File: config.mk
export PLATFORM = sky130hd
export DESIGN_NAME = irq_src_unit
export DESIGN_NICKNAME = d
export VERILOG_FILES = /design/src/rtl/isu_pkg.sv /design/src/rtl/isu_num_decode.sv /design/src/rtl/isu_slice.sv /design/src/rtl/isu_scan.sv /design/src/rtl/isu_issue.sv /design/src/rtl/irq_src_unit.sv
export SDC_FILE = /design/constraint.sdc
export NUM_CORES = 1
export LEC_CHECK = 0
export BUFFER_PORTS_ARGS = -buffer_cell sky130_fd_sc_hd__clkbuf_2
export CORE_ASPECT_RATIO = 1.1
export CORE_MARGIN = 4
export CORE_UTILIZATION = 24
export DETAILED_ROUTE_END_ITERATION = 8
export PLACE_DENSITY_LB_ADDON = 0.08
export REMOVE_ABC_BUFFERS = 1
export SLEW_MARGIN = 0
export SYNTH_ARGS = -nofsm -noshare
export SYNTH_HDL_FRONTEND = slang
export SYNTH_SLANG_ARGS = --single-unit
File: constraint.sdc
create_clock -name clk_i -period 2.6 [get_ports clk_i]
set_input_delay 0.52 -clock clk_i [delete_from_list [all_inputs] [get_ports clk_i]]
set_output_delay 0.52 -clock clk_i [all_outputs]
set_load 0.05 [all_outputs]
File: src/rtl/isu_pkg.sv
package isu_pkg;
  localparam int PRIO_W = 8;
  localparam logic [PRIO_W-1:0] PRIO_OFF = '1;

  typedef enum logic {SRC_EDGE = 1'b0, SRC_LEVEL = 1'b1} src_kind_e;

  typedef struct packed {
    logic rej;
    logic mpend;
    logic asrt;
    logic sent;
    logic queued;
  } src_st_t;
endpackage

File: src/rtl/isu_num_decode.sv
module isu_num_decode #(
  parameter int NUM_SRC  = 8,
  parameter int NUM_W    = 16,
  parameter int BASE_OFS = 4096
) (
  input  logic               valid_i,
  input  logic [NUM_W-1:0]   num_i,
  output logic [NUM_SRC-1:0] hit_o
);
  localparam logic [NUM_W-1:0] BASE_L = NUM_W'(BASE_OFS);
  localparam logic [NUM_W-1:0] CNT_L  = NUM_W'(NUM_SRC);

  logic [NUM_W-1:0] diff;
  logic             in_rng;

  assign diff   = num_i - BASE_L;
  assign in_rng = valid_i && (num_i >= BASE_L) && (diff < CNT_L);

  for (genvar i = 0; i < NUM_SRC; i++) begin : g_hit
    assign hit_o[i] = in_rng && (diff == NUM_W'(i));
  end
endmodule

File: src/rtl/isu_slice.sv
module isu_slice import isu_pkg::*; #(
  parameter src_kind_e KIND  = SRC_EDGE,
  parameter int        SRV_W = 4
) (
  input  logic              clk_i,
  input  logic              rst_ni,
  input  logic              level_i,
  input  logic              pulse_i,
  input  logic              cfg_hit_i,
  input  logic [SRV_W-1:0]  cfg_server_i,
  input  logic [PRIO_W-1:0] cfg_prio_i,
  input  logic              rej_hit_i,
  input  logic              eoi_hit_i,
  input  logic              scan_hit_i,
  input  logic              issued_i,
  output logic [SRV_W-1:0]  srv_o,
  output logic [PRIO_W-1:0] prio_o,
  output logic              queued_o,
  output logic              sent_o,
  output logic              asrt_o,
  output logic              mpend_o
);
  logic [SRV_W-1:0]  srv_q;
  logic [PRIO_W-1:0] prio_q, prio_n;
  src_st_t           st_q, st_n;
  logic              masked_n, eval;

  always_comb begin
    prio_n    = cfg_hit_i ? cfg_prio_i : prio_q;
    masked_n  = (prio_n == PRIO_OFF);
    st_n      = st_q;
    st_n.queued = st_q.queued & ~issued_i;
    eval      = 1'b0;
    if (KIND == SRC_LEVEL) begin
      st_n.asrt = level_i;
      st_n.sent = st_q.sent & ~rej_hit_i & ~eoi_hit_i;
      // masking withdraws a waiting request
      if (cfg_hit_i && masked_n && st_n.queued) begin
        st_n.queued = 1'b0;
        st_n.sent   = 1'b0;
      end
      eval = (level_i != st_q.asrt) | cfg_hit_i | scan_hit_i;
      if (eval && !masked_n && level_i && !st_n.sent) begin
        st_n.sent   = 1'b1;
        st_n.queued = 1'b1;
      end
    end else begin
      st_n.rej = st_q.rej | rej_hit_i;
      if (cfg_hit_i && masked_n && st_n.queued) begin
        st_n.queued = 1'b0;
        st_n.mpend  = 1'b1;
      end
      if (pulse_i) begin
        if (masked_n) st_n.mpend  = 1'b1;
        else          st_n.queued = 1'b1;
      end
      if (cfg_hit_i && st_n.mpend && !masked_n) begin
        st_n.mpend  = 1'b0;
        st_n.queued = 1'b1;
      end
      if (scan_hit_i && st_n.rej) begin
        st_n.rej = 1'b0;
        if (!masked_n) st_n.queued = 1'b1;
      end
    end
  end

  always_ff @(posedge clk_i or negedge rst_ni) begin
    if (!rst_ni) begin
      srv_q  <= '0;
      prio_q <= PRIO_OFF;
      st_q   <= '0;
    end else begin
      st_q   <= st_n;
      prio_q <= prio_n;
      if (cfg_hit_i) srv_q <= cfg_server_i;
    end
  end

  assign srv_o    = srv_q;
  assign prio_o   = prio_q;
  assign queued_o = st_q.queued;
  assign sent_o   = st_q.sent;
  assign asrt_o   = st_q.asrt;
  assign mpend_o  = st_q.mpend;
endmodule

File: src/rtl/isu_scan.sv
module isu_scan #(
  parameter int NUM_SRC = 8,
  localparam int IDX_W  = $clog2(NUM_SRC)
) (
  input  logic               clk_i,
  input  logic               rst_ni,
  input  logic               start_i,
  output logic [NUM_SRC-1:0] hit_o,
  output logic               act_o,
  output logic [IDX_W-1:0]   idx_o
);
  localparam logic [IDX_W-1:0] LAST = IDX_W'(NUM_SRC - 1);

  logic             act_q;
  logic [IDX_W-1:0] idx_q;

  always_ff @(posedge clk_i or negedge rst_ni) begin
    if (!rst_ni) begin
      act_q <= 1'b0;
      idx_q <= '0;
    end else if (start_i) begin
      act_q <= 1'b1;
      idx_q <= '0;
    end else if (act_q) begin
      if (idx_q == LAST) act_q <= 1'b0;
      else               idx_q <= idx_q + 1'b1;
    end
  end

  for (genvar i = 0; i < NUM_SRC; i++) begin : g_hit
    assign hit_o[i] = act_q && (idx_q == IDX_W'(i));
  end

  assign act_o = act_q;
  assign idx_o = idx_q;
endmodule

File: src/rtl/isu_issue.sv
module isu_issue import isu_pkg::*; #(
  parameter int NUM_SRC  = 8,
  parameter int SRV_W    = 4,
  parameter int NUM_W    = 16,
  parameter int BASE_OFS = 4096,
  localparam int IDX_W   = $clog2(NUM_SRC)
) (
  input  logic               clk_i,
  input  logic               rst_ni,
  input  logic [NUM_SRC-1:0] queued_i,
  input  logic [SRV_W-1:0]   srv_i  [NUM_SRC],
  input  logic [PRIO_W-1:0]  prio_i [NUM_SRC],
  output logic [NUM_SRC-1:0] issued_o,
  output logic               valid_o,
  input  logic               ready_i,
  output logic [SRV_W-1:0]   server_o,
  output logic [NUM_W-1:0]   num_o,
  output logic [PRIO_W-1:0]  prio_o
);
  localparam logic [NUM_W-1:0] BASE_L = NUM_W'(BASE_OFS);

  logic [IDX_W-1:0]  sel;
  logic              load;
  logic              vld_q;
  logic [SRV_W-1:0]  srv_q;
  logic [NUM_W-1:0]  num_q;
  logic [PRIO_W-1:0] prio_q;

  always_comb begin
    sel = '0;
    for (int i = NUM_SRC - 1; i >= 0; i--) begin
      if (queued_i[i]) sel = IDX_W'(i);
    end
  end

  assign load     = (|queued_i) && (!vld_q || ready_i);
  assign issued_o = load ? (NUM_SRC'(1) << sel) : '0;

  always_ff @(posedge clk_i or negedge rst_ni) begin
    if (!rst_ni) begin
      vld_q  <= 1'b0;
      srv_q  <= '0;
      num_q  <= '0;
      prio_q <= '0;
    end else if (load) begin
      vld_q  <= 1'b1;
      srv_q  <= srv_i[sel];
      num_q  <= BASE_L + NUM_W'(sel);
      prio_q <= prio_i[sel];
    end else if (ready_i) begin
      vld_q  <= 1'b0;
    end
  end

  assign valid_o  = vld_q;
  assign server_o = srv_q;
  assign num_o    = num_q;
  assign prio_o   = prio_q;
endmodule

File: src/rtl/irq_src_unit.sv
module irq_src_unit import isu_pkg::*; #(
  parameter int                 NUM_SRC    = 8,
  parameter int                 SRV_W      = 4,
  parameter int                 NUM_W      = 16,
  parameter int                 BASE_OFS   = 4096,
  parameter logic [NUM_SRC-1:0] LEVEL_MASK = 8'hF0,
  localparam int                IDX_W      = $clog2(NUM_SRC)
) (
  input  logic               clk_i,
  input  logic               rst_ni,
  input  logic [NUM_SRC-1:0] level_i,
  input  logic [NUM_SRC-1:0] pulse_i,
  input  logic               cfg_we_i,
  input  logic [IDX_W-1:0]   cfg_idx_i,
  input  logic [SRV_W-1:0]   cfg_server_i,
  input  logic [7:0]         cfg_prio_i,
  input  logic               rej_valid_i,
  input  logic [NUM_W-1:0]   rej_num_i,
  input  logic               eoi_valid_i,
  input  logic [NUM_W-1:0]   eoi_num_i,
  input  logic               resend_i,
  output logic               req_valid_o,
  input  logic               req_ready_i,
  output logic [SRV_W-1:0]   req_server_o,
  output logic [NUM_W-1:0]   req_num_o,
  output logic [7:0]         req_prio_o
);
  logic [NUM_SRC-1:0] rej_hit, eoi_hit, scan_hit, issued;
  logic [NUM_SRC-1:0] queued_v, sent_v, asrt_v, mpend_v, masked_v;
  logic [SRV_W-1:0]   srv_a  [NUM_SRC];
  logic [PRIO_W-1:0]  prio_a [NUM_SRC];
  logic               scan_act;
  logic [IDX_W-1:0]   scan_idx;

  isu_num_decode #(.NUM_SRC(NUM_SRC), .NUM_W(NUM_W), .BASE_OFS(BASE_OFS)) u_rej_dec (
    .valid_i(rej_valid_i), .num_i(rej_num_i), .hit_o(rej_hit)
  );

  isu_num_decode #(.NUM_SRC(NUM_SRC), .NUM_W(NUM_W), .BASE_OFS(BASE_OFS)) u_eoi_dec (
    .valid_i(eoi_valid_i), .num_i(eoi_num_i), .hit_o(eoi_hit)
  );

  isu_scan #(.NUM_SRC(NUM_SRC)) u_scan (
    .clk_i, .rst_ni, .start_i(resend_i),
    .hit_o(scan_hit), .act_o(scan_act), .idx_o(scan_idx)
  );

  for (genvar i = 0; i < NUM_SRC; i++) begin : g_src
    localparam src_kind_e KIND = LEVEL_MASK[i] ? SRC_LEVEL : SRC_EDGE;
    isu_slice #(.KIND(KIND), .SRV_W(SRV_W)) u_slice (
      .clk_i, .rst_ni,
      .level_i     (level_i[i]),
      .pulse_i     (pulse_i[i]),
      .cfg_hit_i   (cfg_we_i && (cfg_idx_i == IDX_W'(i))),
      .cfg_server_i(cfg_server_i),
      .cfg_prio_i  (cfg_prio_i),
      .rej_hit_i   (rej_hit[i]),
      .eoi_hit_i   (eoi_hit[i]),
      .scan_hit_i  (scan_hit[i]),
      .issued_i    (issued[i]),
      .srv_o       (srv_a[i]),
      .prio_o      (prio_a[i]),
      .queued_o    (queued_v[i]),
      .sent_o      (sent_v[i]),
      .asrt_o      (asrt_v[i]),
      .mpend_o     (mpend_v[i])
    );
    assign masked_v[i] = (prio_a[i] == PRIO_OFF);
  end

  isu_issue #(.NUM_SRC(NUM_SRC), .SRV_W(SRV_W), .NUM_W(NUM_W), .BASE_OFS(BASE_OFS)) u_issue (
    .clk_i, .rst_ni,
    .queued_i(queued_v), .srv_i(srv_a), .prio_i(prio_a), .issued_o(issued),
    .valid_o(req_valid_o), .ready_i(req_ready_i),
    .server_o(req_server_o), .num_o(req_num_o), .prio_o(req_prio_o)
  );
endmodule

==> results of run 1 <==
==> sequential cells by signal, indices dropped and copies added, names as in the netlist <==
| name | flops |
|---|---|
| u_issue.prio_o | 8 |
| u_issue.server_o | 4 |
| g_src.u_slice.srv_o | 32 |
| g_src.u_slice.mpend_o | 4 |
| g_src.u_slice.sent_o | 4 |
| u_scan.idx_o | 3 |
| u_issue.valid_o | 1 |
| g_src.u_slice.st_q | 4 |
| g_src.u_slice.queued_o | 8 |
| u_issue.num_o | 4 |
| g_src.u_slice.prio_o | 64 |
| u_scan.act_o | 1 |
| g_src.u_slice.asrt_o | 4 |
==> cells in the mapped netlist, types with 3 or more instances <==
| master | number |
|---|---|
| buf_2 | 12 |
| o32ai_1 | 6 |
| a31oi_1 | 7 |
| dfstp_2 | 64 |
| o211a_1 | 3 |
| nand4_1 | 19 |
| clkbuf_1 | 28 |
| a211oi_1 | 7 |
| nand2_1 | 95 |
| and4_1 | 11 |
| a22o_1 | 5 |
| nor4_1 | 9 |
| nand2b_1 | 5 |
| inv_1 | 16 |
| ha_1 | 6 |
| a221o_1 | 11 |
| a41o_1 | 3 |
| o21ai_0 | 15 |
| buf_4 | 13 |
| mux2_2 | 79 |
| a22oi_1 | 12 |
| nor2b_1 | 8 |
| o21a_1 | 6 |
| o211ai_1 | 9 |
| nand4b_1 | 3 |
| nand3_1 | 7 |
| o2bb2ai_1 | 5 |
| a21oi_1 | 15 |
| and3_1 | 3 |
| nor2_1 | 33 |
| nor3b_1 | 3 |
| a221oi_1 | 17 |
| or2_2 | 6 |
| nor4bb_1 | 5 |
| nor3_1 | 11 |
| dfrtp_1 | 77 |
| nor4b_1 | 4 |
==> layout by cell type (no fill, tap or decap), types with 5 or more instances in the layout <==
cell	n
o21a_1	6
and4_1	11
dfstp_2	64
o2bb2ai_1	5
a221oi_1	17
clkbuf_2	77
a21oi_1	14
a221o_1	11
nor4_1	9
or2_2	6
mux2_2	79
nand3_1	7
dfrtp_1	77
inv_6	6
o32ai_1	6
nor2b_1	8
a211oi_1	7
a31oi_1	7
a22o_1	5
nand2_1	95
o211ai_1	9
buf_4	49
conb_1	12
o21ai_0	15
inv_1	16
ha_1	6
nor2_1	33
nand4_1	19
clkbuf_16	17
nor3_1	11
a22oi_1	12
nand2b_1	5
==> layer usage <==
metal  vias up  track usage (%)
li1       2706                -
met1      3014             20.8
met2       147             26.7
met3        17             2.82
met4         0             3.47
met5         -                0
==> final timing paths <==
check / start / to / slack (ns) / depth (start not counted)
max: g_src[1].u_slice.queued_o$_DFF_PN0_ / u_issue.prio_o[2]$_DFFE_PN0P_ / 0.24 / 5
min: level_i[4] / g_src[4].u_slice.asrt_o$_DFF_PN0_ / 0.22 / 1
max reg2reg: g_src[1].u_slice.queued_o$_DFF_PN0_ / u_issue.prio_o[2]$_DFFE_PN0P_ / 0.24 / 5
min reg2reg: g_src[4].u_slice.prio_o[7]$_DFF_PN1_ / g_src[4].u_slice.prio_o[7]$_DFF_PN1_ / 0.47 / 2
max in group asynchronous: rst_ni / g_src[5].u_slice.queued_o$_DFF_PN0_ / 1.10 / 3
min in group asynchronous: rst_ni / g_src[0].u_slice.st_q[4]$_DFF_PN0_ / 0.46 / 2
==> final cells by class <==
type	count	area, µm²	area share (%)
Inverter	16	60.1	0.670
Clock inverter	14	158	1.76
Clock buffer	18	429	4.79
Timing Repair Buffer	132	855	9.54
Sequential cell	141	3610	40.3
Tap cell	374	468	5.22
Multi-Input combinational cell	472	3380	37.7
==> per-stage QoR <==
step | setup slack (ns) | TNS, ns
after global placement | 0.234 | 0
after detailed placement | 0.226 | 0
after global routing | 0.0783 | 0
final | 0.235 | 0
after CTS | 0.199 | 0
after floorplan | -0.571 | -2.36
==> power groups by stage <==
stage / Clock (W) / Combinational (W) / Sequential (W)
floorplan: 0 / 0.000570 / 0.00308
global placement: 0 / 0.00109 / 0.00307
detailed placement: 0 / 0.00111 / 0.00308
CTS: 0.00256 / 0.00112 / 0.00304
global route: 0.00263 / 0.00120 / 0.00309
finish: 0.00247 / 0.00110 / 0.00304
==> kinds of logic after synthesis <==
family | Yosys count
compound gates | 138
xor+xnor | 1
fa+ha+maj | 6
buf+inv | 72
flops | 141
mux | 81
other cells | 1
simple gates | 234
==> results, run 1 <==
- The path class of the tightest hold or removal check is in -> reg.
- The critical-path cell with the highest stage delay is or3b_1.
- Internal power comes to 0.00462 W.
- The global-route congestion overflow total is 0.
- Of the total synthesized cell area, the portion taken by XOR and XNOR cells is 0.121%.
- The area of placed instances is 8360 µm².
- The switching power total is 0.00199 W.
- The repair_antennas step left the layout with diodes totalling 0.
- Setup repair after global routing left no endpoint under its margin.
- The amount of wire on met3 after detailed routing is 1020 µm.
- The number of primary I/O pins is 99.
- The worst pin sits at a relative slew slack of 34.2%.
- Net switching is 30.1% of the power.
- The via count of the first global-routing pass came to 6178.
- The initial core utilization is 24.4%.
- The dominant combinational cell family by area after synthesis is simple AND/OR/NAND/NOR gates.
- The flow ran to the end, and the final reports show no timing, DRC or antenna violations.
- The count of hold-fix buffers inserted at cts is 1.
- The utilization after layout is 30.2%.
- The kind of cell adding the most delay to the critical path is simple AND/OR/NAND/NOR gates.
- The total routing usage reported by global routing is 15.6%.
- Row generation in the floorplan step produced 66 rows.
- After clock tree synthesis, the setup repair step added 0 buffers.
- Yosys mapped the design onto 63 distinct sky130hd cell types.
- The highest metal layer carrying signal wires in the routed design is met4.
- After the last flow step, the layout net total stands at 856.
- At the worst endpoint, the arrival time is 2.66 ns.
- Clock skew on the completed layout was measured at 0.0145 ns.
- The worst setup path is captured at a register.
- The first-pass GRT wire length is 39600 µm.
- In this run the worst path has a maximum fanout of 11.
- The number of sinks driven by the clock tree is 141.
- Final hold analysis gives a worst-case slack of 0.219 ns.
- For this block, wires on met1 add up to 11800 µm.
- The area growth from synthesis to layout is 23.6%.
- The maximum buffer depth of the clock tree is 2.
- By area the synthesized netlist is led by dfrtp_1 27%, dfstp_2 23%, mux2_2 12%, nand2_1 4.9%, a221oi_1 2.1%.
- TritonCTS built the clock tree.
- The fill cell instance count of the final layout is 3068.
- After the first detailed-routing iteration, the DRC count stood at 298.
- The design draws 0.00661 W.
- In this run, post-CTS repair resized a total of 0 instances.
- The number of levels in the clock H-tree is 4.
- The share of the synthesized area in the top cell type is 26.6%.
- Of the total power, registers draw 46.0%.
- The adder-cell area share of the yosys netlist is 1.04%.
- The worst setup path is launched from a register.
- The share of post-route cells with drive strength above 1 is 40.6%.
- The final critical path takes up 90.9% of the cycle.
- Wires add up to 25800 µm.
- The number of pins with negative max-slew slack in the final report was 0.
- The post-synthesis register bit count is 141.
- Input and output buffers added on the ports amount to 78.
- The worst path needs 2.36 ns of the cycle, external delays included.
- From bottom edge to top edge, the die measures 190 µm.
- The remaining routing DRC violations is 0.
- Among all flip-flop cells after synthesis, the most frequent one is dfrtp_1.
- The setup violation total in the final timing report is 0.
- The synthesized netlist cell count is 674.
- Before antenna repair, the detailed router went through 5 iterations.
- The worst-margin pin slew is 0.988 ns.
- The relative contribution of the clock network to total power is 37.4%.
- The compound-gate portion of the synthesized area is 14.5%.
- The placed instance count is 1134.
- The clock slew at the register clock pins of the worst setup and hold paths is 0.06 ns.
- The fraction of the yosys area taken by sequential cells is 49.8%.
- The pin count of the biggest net entering global routing is 134.
- The die width is 174 µm.
- The final-report hold violation count is 0.
- The post-synthesis instance area is 7250 µm².
- Counting flops with an async set or reset pin after synthesis yields a share of 100%.
- The critical path class is reg -> reg.
- Dividing the detail-routed wire length by the instance count gives 22.1 µm.
- The die covers 33000 µm².
- Max-cap violations in this run came to 0.
- The maximum resistive drop on vdd is 0.000330 V.
- The fraction of the mapped netlist area in simple logic gates is 17.3%.
- Wire segments on met2 add up to 12700 µm in the final route.
- Each instance of the synthesized netlist takes up on average 10.8 µm².
- The floorplan core area is 29600 µm².
- At the worst endpoint, the required time is 2.89 ns.
- The number of clock buffers added by TritonCTS is 17.
- Combinational logic burns 16.6% of the power.
- After routing the design area is 8960 µm².
- The number of nets with antenna violations after routing is 0.
- The HPWL after detailed placement is 18900 µm.
- Measured against the total synthesized area, the mux share comes to 12.5%.
- The number of buffers and inverters on the critical path is 0.
- Summed over all cells, the static leakage comes to 3.75 nW.
- At the later pin of the worst-skew pair, clock insertion delay measures 0.43 ns.
- On the worst path, the slowest cell contributes a delay of 0.67 ns.
- Traced cell by cell, the critical path runs through nor4_4, or3b_1, a221o_1, o32ai_1, a21oi_1.
- Derived from the worst setup path, the maximum achievable clock frequency is 423 MHz.
- The tree is rooted in a clkbuf_16.
- The count of placed standard cells in the final layout, fillers left out is 1167.
- The number of enable flip-flop cells after synthesis is 0.
- The power per cell area is 738 nW/µm².
- In the routed layout, each cell is associated on average with a via count of 5.04.
- The yosys synthesis warning count is 0.
- The congestion estimate from routability-driven global placement came to 0.809.
- Summing over every cut layer, the via total after detailed routing is 5884.
- The initial antenna violation count came to 0.
- Of all cell types, the one taking the most synthesized area is dfrtp_1.
Power figures use the tool's default switching activity.
==> run 2: changes to the inputs <==
CORE_MARGIN = 8   (was 4)
CORE_UTILIZATION = 35   (was 24)
==> run 2 against run 1 <==
Net effect:
- first-iteration DRC count grew 46%
- core utilization is 13 points higher
- final cell count down 9.9%
- clock power shrank 3%
- design area decreased by 1.7%
- clock-buffer cell count rose by 3
- largest cell class unchanged
==> results, run 2 (same netlist as run 1, synthesis figures left out) <==
- The fill cell instance count of the final layout is 1968 (-36%).
- The met2 wire length is 11700 µm (-7.9%).
- The required time reported for the critical path endpoint is 2.89 ns (about the same).
- The sum of negative setup slack is 0 ns (unchanged).
- The most numerous cell on the critical path is buf_4.
- The post-route cell area is 8800 µm² (-1.7%).
- The final-report hold violation count came to 0 (unchanged).
- The weighted congestion reported at the end of routability-driven placement is 0.844 (+4.3%).
- The share of post-route cells with drive strength above 1 was 40.8% (+0.15 points).
- Setup repair after global routing left no endpoint under its margin.
- The highest net fanout along the worst path came to 6 (-5).
- The die outline area was 25600 µm² (-23%).
- The amount of wire on met3 after detailed routing is 1210 µm (+18%).
- The setup path with the least slack is of type reg -> reg.
- The number of vias in the routed layout came to 5996 (+1.9%).
- The maximum resistive drop on vdd is 0.000472 V (+43%).
- The power per cell area is 744 nW/µm² (+0.79%).
- The area growth from synthesis to layout is 21.4%.
- The class of the most critical hold timing path is in -> async.
- The total detailed-routing wirelength was 24300 µm (-5.6%).
- The minimum hold slack is 0.0684 ns (-0.150 ns).
- The post-layout net count came to 858 (+0.23%).
- The flip-flop count of the largest register, all copies and words added is 64 (unchanged).
- The total CTS buffers is 17 (unchanged).
- The count of hold-fix buffers inserted at cts is 0 (-1).
- The first-pass iteration count of the detailed router is 5 (unchanged).
- In the layout the commonest cells are 95 x nand2_1, 79 x mux2_2, 77 x dfrtp_1, 77 x clkbuf_2, 64 x dfstp_2.
- The clock slew at the register clock pins of the worst setup and hold paths came to 0.06 ns (about the same).
- The setup violation total in the final timing report is 0 (unchanged).
- The vertical extent of the die came to 167 µm (-12%).
- The combined flip-flop and latch cell area is 3610 µm² (unchanged).
- The final setup slack of the worst path came to 0.0261 ns (-0.209 ns).
- The number of pins with negative max-slew slack in the final report came to 0 (unchanged).
- The clock skew is 0.00825 ns (-0.00628 ns).
- The worst path arrival time is 2.86 ns (+0.20 ns).
- The worst slack after detailed placement is 0.0612 ns (-0.165 ns).
- The number of input and output port buffers inserted came to 78 (unchanged).
- The portion of the clock cycle consumed by the worst path in the final layout is 99.0% (+8.0 points).
- The maximum buffer depth of the clock tree is 2 (unchanged).
- The via count of the first global-routing pass is 6260 (+1.3%).
- The violation count after the first detailed-route iteration is 435 (+46%).
- The maximum operating frequency is 389 MHz (-8.1%).
- The number of instances resized during post-cts repair is 0 (unchanged).
- The average wire per cell in the routed design is 23.1 µm (+4.8%).
- The signal on the critical path passes through buf_4, or2_2, o211a_1, buf_4, a41o_1, o32ai_1, buf_4, a31oi_1.
- The post-DP HPWL is 17900 µm (-5.4%).
- The met1 wire length is 10500 µm (-11%).
- The initial core utilization is 35.5% (+11 points).
- The total setup buffers inserted after CTS was 0 (unchanged).
- The floorplan core area is 20400 µm² (-31%).
- The remaining routing DRC violations was 0 (unchanged).
- The first-pass GRT wire length is 37600 µm (-4.9%).
- The setup slack of the worst register-to-register path was 0.03 ns (-0.21 ns).
- The topmost layer with routed signal wires is met4.
- The number of levels in the clock H-tree was 4 (unchanged).
- The number of primary I/O pins is 99 (unchanged).
- In this run the clock root is driven by a clkbuf_16.
- The commonest non-fill, non-tap cell in the layout is nand2_1.
- The clock latency at the later pin of the worst-skew pair came to 0.42 ns (about the same).
- The leakage power total is 3.76 nW (+0.41%).
- The die width is 153 µm (-12%).
- The highest cell delay on the worst timing path is 0.50 ns (-0.17 ns).
- The via density per instance came to 5.71 (+13%).
- The worst setup path is launched from a register.
- The number of antenna diodes is 0 (unchanged).
- The global-route congestion overflow total is 0 (unchanged).
- The run finished with clean final reports.
- The total power after layout came to 0.00655 W (-0.96%).
- The worst-margin pin slew is 1.06 ns (+0.0764 ns).
- The worst relative slew slack is 28.6% (-5.5 points).
- The number of sinks driven by the clock tree is 141 (unchanged).
- The slowest stage of the critical path is the o32ai_1 cell.
- The post-layout minimum cycle time was 2.57 ns (+0.209 ns).
- The initial antenna violation count is 0 (unchanged).
- The number of cell rows is 55 (-17%).
- The number of nets with antenna violations after routing is 0 (unchanged).
- TritonCTS built the clock tree.
- The area of the multi-input gates is 3380 µm² (unchanged).
- The area of placed instances is 8220 µm² (-1.6%).
- The max-cap violation count is 0 (unchanged).
- The kind of end point of the critical path is a register.
- The total routing usage reported by global routing is 19.3% (+3.7 points).
- The pin count of the biggest net entering global routing came to 60 (-55%).
[run 2: per-stage QoR]
step,util [%],std cells
after global placement,40.2,1019
final,43.1,1051
after CTS,43.1,1051
after detailed placement,40.2,1019
after global routing,43.1,1051
after floorplan,-,629
[run 2: where the power goes]
group	switching, W	internal, W
logic	0.000647	0.000465
clock network	0.000942	0.00146
registers	0.000300	0.00273
[run 2: final timing paths]
check / startpoint / to / cells after the start
worst max-delay path: g_src[5].u_slice.queued_o$_DFF_PN0_ / u_issue.prio_o[4]$_DFFE_PN0P_ / 8
worst min-delay path: rst_ni / u_scan.act_o$_DFF_PN0_ / 1
worst max register to register: g_src[5].u_slice.queued_o$_DFF_PN0_ / u_issue.prio_o[4]$_DFFE_PN0P_ / 8
worst min register to register: g_src[4].u_slice.prio_o[6]$_DFF_PN1_ / g_src[4].u_slice.prio_o[6]$_DFF_PN1_ / 2
max in group asynchronous: rst_ni / g_src[6].u_slice.prio_o[2]$_DFF_PN1_ / 2
min in group clk_i: level_i[4] / g_src[4].u_slice.asrt_o$_DFF_PN0_ / 1
[run 2: critical path, delay by kind of cell (launching register included)]
kind | cells | cell delay (ns)
AOI/OAI and AO/OA | 4 | 1.12
and+or+nand+nor | 1 | 0.28
buffers and inverters | 3 | 0.60
DFF | 1 | 0.43
[run 2: area by class of cell]
class / instances / share of cell area, %
sequential: 141 / 41.0
multi-input combinational: 472 / 38.4
timing repair buffer: 134 / 9.71
clock buffer: 21 / 5.23
tap: 256 / 3.64
clock inverter: 11 / 1.35
inverter: 16 / 0.682
[run 2: layer usage]
metal / vias up / GRT usage (%)
li1: 2709 / -
met1: 3040 / 23.6
met2: 201 / 31.8
met3: 46 / 4.27
met4: 0 / 8.83
met5: - / 0
==> run 3: changes to the inputs <==
clock period = 2.26 ns   (was 2.6 ns; I/O delays follow)
==> run 3 against run 2 <==
Net effect:
- critical path type unchanged
- hold slack improved by 0.083 ns
- non-clock buffer count increased by 23
- setup slack improved by 0.018 ns
==> results, run 3 (same netlist as run 1, synthesis figures left out) <==
- The worst-margin pin slew is 0.623 ns (-0.441 ns).
- The number of nets with antenna violations after routing is 0 (unchanged).
- The weighted congestion reported at the end of routability-driven placement was 0.864 (+2.4%).
- The highest net fanout along the worst path is 10 (+4).
- The fill cell instance count of the final layout was 1951 (-0.86%).
- The via density per instance is 5.56 (-2.6%).
- The leakage power total is 3.89 nW (+3.3%).
- The worst setup path is launched from a register.
- The vertical extent of the die is 167 µm (unchanged).
- The share of post-route cells with drive strength above 1 is 42.7% (+1.9 points).
- The number of cell rows was 55 (unchanged).
- The maximum operating frequency is 451 MHz (+16%).
- The number of input and output port buffers inserted is 78 (unchanged).
- The floorplan core area came to 20400 µm² (unchanged).
- The utilization after layout was 44.3% (+1.2 points).
- The initial core utilization is 35.5% (unchanged).
- The maximum buffer depth of the clock tree is 2 (unchanged).
- The met3 track demand over resource in global routing came to 3.34% (-0.93 points).
- The commonest non-fill, non-tap cell in the layout is nand2_1.
- The first-pass iteration count of the detailed router is 5 (unchanged).
- TritonCTS built the clock tree.
- The post-layout net count is 881 (+2.7%).
- The clock root buffer is clkbuf_16.
- The via count of the first global-routing pass came to 6248 (-0.19%).
- The number of antenna diodes came to 0 (unchanged).
- The worst path arrival time was 2.50 ns (-0.36 ns).
- The number of primary I/O pins was 99 (unchanged).
- The die outline area came to 25600 µm² (unchanged).
- The clock slew at the register clock pins of the worst setup and hold paths is 0.06 ns (about the same).
- The run finished with clean final reports.
- The worst hold path belongs to the class in -> reg.
- The violation count after the first detailed-route iteration is 357 (-18%).
- The maximum resistive drop on vdd is 0.000524 V (+11%).
- The final-report hold violation count is 0 (unchanged).
- In the layout the commonest cells are 95 x nand2_1, 79 x mux2_2, 77 x dfrtp_1, 77 x clkbuf_2, 72 x buf_4.
- The setup violation total in the final timing report was 0 (unchanged).
- The average wire per cell in the routed design is 23.1 µm (-0.21%).
- The routing usage on met2 was 33.2% (+1.4 points).
- The total CTS buffers is 17 (unchanged).
- The number of levels in the clock H-tree came to 4 (unchanged).
- The sum of negative setup slack is 0 ns (unchanged).
- The portion of the clock cycle consumed by the worst path in the final layout is 98.0% (-0.96 points).
- The number of pins with negative max-slew slack in the final report was 0 (unchanged).
- The post-layout minimum cycle time was 2.22 ns (-0.358 ns).
- The area growth from synthesis to layout is 24.8%.
- The first-pass GRT wire length is 38200 µm (+1.4%).
- The initial antenna violation count is 0 (unchanged).
- The power per cell area came to 838 nW/µm² (+13%).
- The clock latency at the later pin of the worst-skew pair came to 0.43 ns (about the same).
- The required time reported for the critical path endpoint was 2.55 ns (-0.34 ns).
- The pin count of the biggest net entering global routing is 53 (-12%).
- The max-cap violation count came to 0 (unchanged).
- The critical path class is reg -> reg.
- The die width is 153 µm (unchanged).
- The routing layer with the top usage in global route is met2.
- The met1 track demand over resource is 24.4% (+0.79 points).
- The number of vias in the routed layout was 5970 (-0.43%).
- The number of sinks driven by the clock tree was 141 (unchanged).
- The worst relative slew slack came to 58.4% (+30 points).
- The total detailed-routing wirelength was 24800 µm (+2.0%).
- The global-route congestion overflow total is 0 (unchanged).
- The flip-flop count of the largest register, all copies and words added was 64 (unchanged).
- The post-DP HPWL came to 18400 µm (+3.1%).
- The kind of end point of the critical path is a register.
- The total routing usage reported by global routing is 19.4% (+0.15 points).
- The remaining routing DRC violations came to 0 (unchanged).
- The clock skew came to 0.0168 ns (+0.00855 ns).
==> run 3: timing repair <==
| action | in CTS | in global routing |
|---|---|---|
| pin swaps | 0 | 1 |
| gates resized for setup | 3 | 3 |
| endpoints found under the hold margin | 26 | 0 |
| hold buffers | 1 | 0 |
| setup endpoints to repair | 3 | 4 |
| setup buffers | 0 | 1 |
==> run 3: worst paths after layout <==
| path | from | slack (ns) | depth (start not counted) | end |
|---|---|---|---|---|
| setup / recovery | g_src[1].u_slice.queued_o$_DFF_PN0_ | 0.04 | 6 | u_issue.prio_o[2]$_DFFE_PN0P_ |
| hold / removal | level_i[4] | 0.15 | 1 | g_src[4].u_slice.asrt_o$_DFF_PN0_ |
| setup reg to reg | g_src[1].u_slice.queued_o$_DFF_PN0_ | 0.04 | 6 | u_issue.prio_o[2]$_DFFE_PN0P_ |
| hold reg to reg | g_src[4].u_slice.prio_o[2]$_DFF_PN1_ | 0.47 | 2 | g_src[4].u_slice.prio_o[2]$_DFF_PN1_ |
| max in group asynchronous | rst_ni | 0.99 | 3 | g_src[2].u_slice.prio_o[4]$_DFF_PN1_ |
| min in group asynchronous | rst_ni | 0.51 | 2 | u_scan.idx_o[2]$_DFFE_PN0P_ |
==> run 3: through the flow <==
step	total power, W	setup WS, ns	cells	hold slack, ns	area (µm²)
floorplan	0.00420	-0.843	629	0.156	7010
global placement	0.00480	-0.0313	1040	0.398	8420
detailed placement	0.00484	-0.0396	1040	0.400	8420
CTS	0.00765	0.00153	1073	0.127	9020
global route	0.00792	-0.0597	1074	0.141	9050
finish	0.00758	0.0444	1074	0.151	9050
==> run 3: worst max-delay path, cell delays in order, from the launching register on <==
cell and delay [ns]:
dfrtp_1 0.47, nor4_4 0.31, or3b_4 0.44, buf_12 0.16, a221o_1 0.28, o32ai_2 0.30, a21oi_1 0.11
==> run 3: layout make-up <==
cell class | instances | area [µm²] | area share, %
flip-flops and latches | 141 | 3610 | 39.9
multi-input cells | 472 | 3420 | 37.8
repair buffers | 157 | 1070 | 11.8
clock buffers | 19 | 433 | 4.78
well taps | 256 | 320 | 3.54
clock inverters | 13 | 141 | 1.56
inverters | 16 | 60.1 | 0.664
==> run 3: where the power goes <==
group	total [W]	internal [W]	switching [W]
clock network	0.00278	0.00163	0.00115
logic	0.00132	0.000565	0.000753
registers	0.00349	0.00314	0.000346
==> run 3: layer usage <==
layer	vias up	part of all wire, %
met2	196	49
met1	2989	44
met3	31	5.1
met4	0	1.9
li1	2754	-
met5	-	0
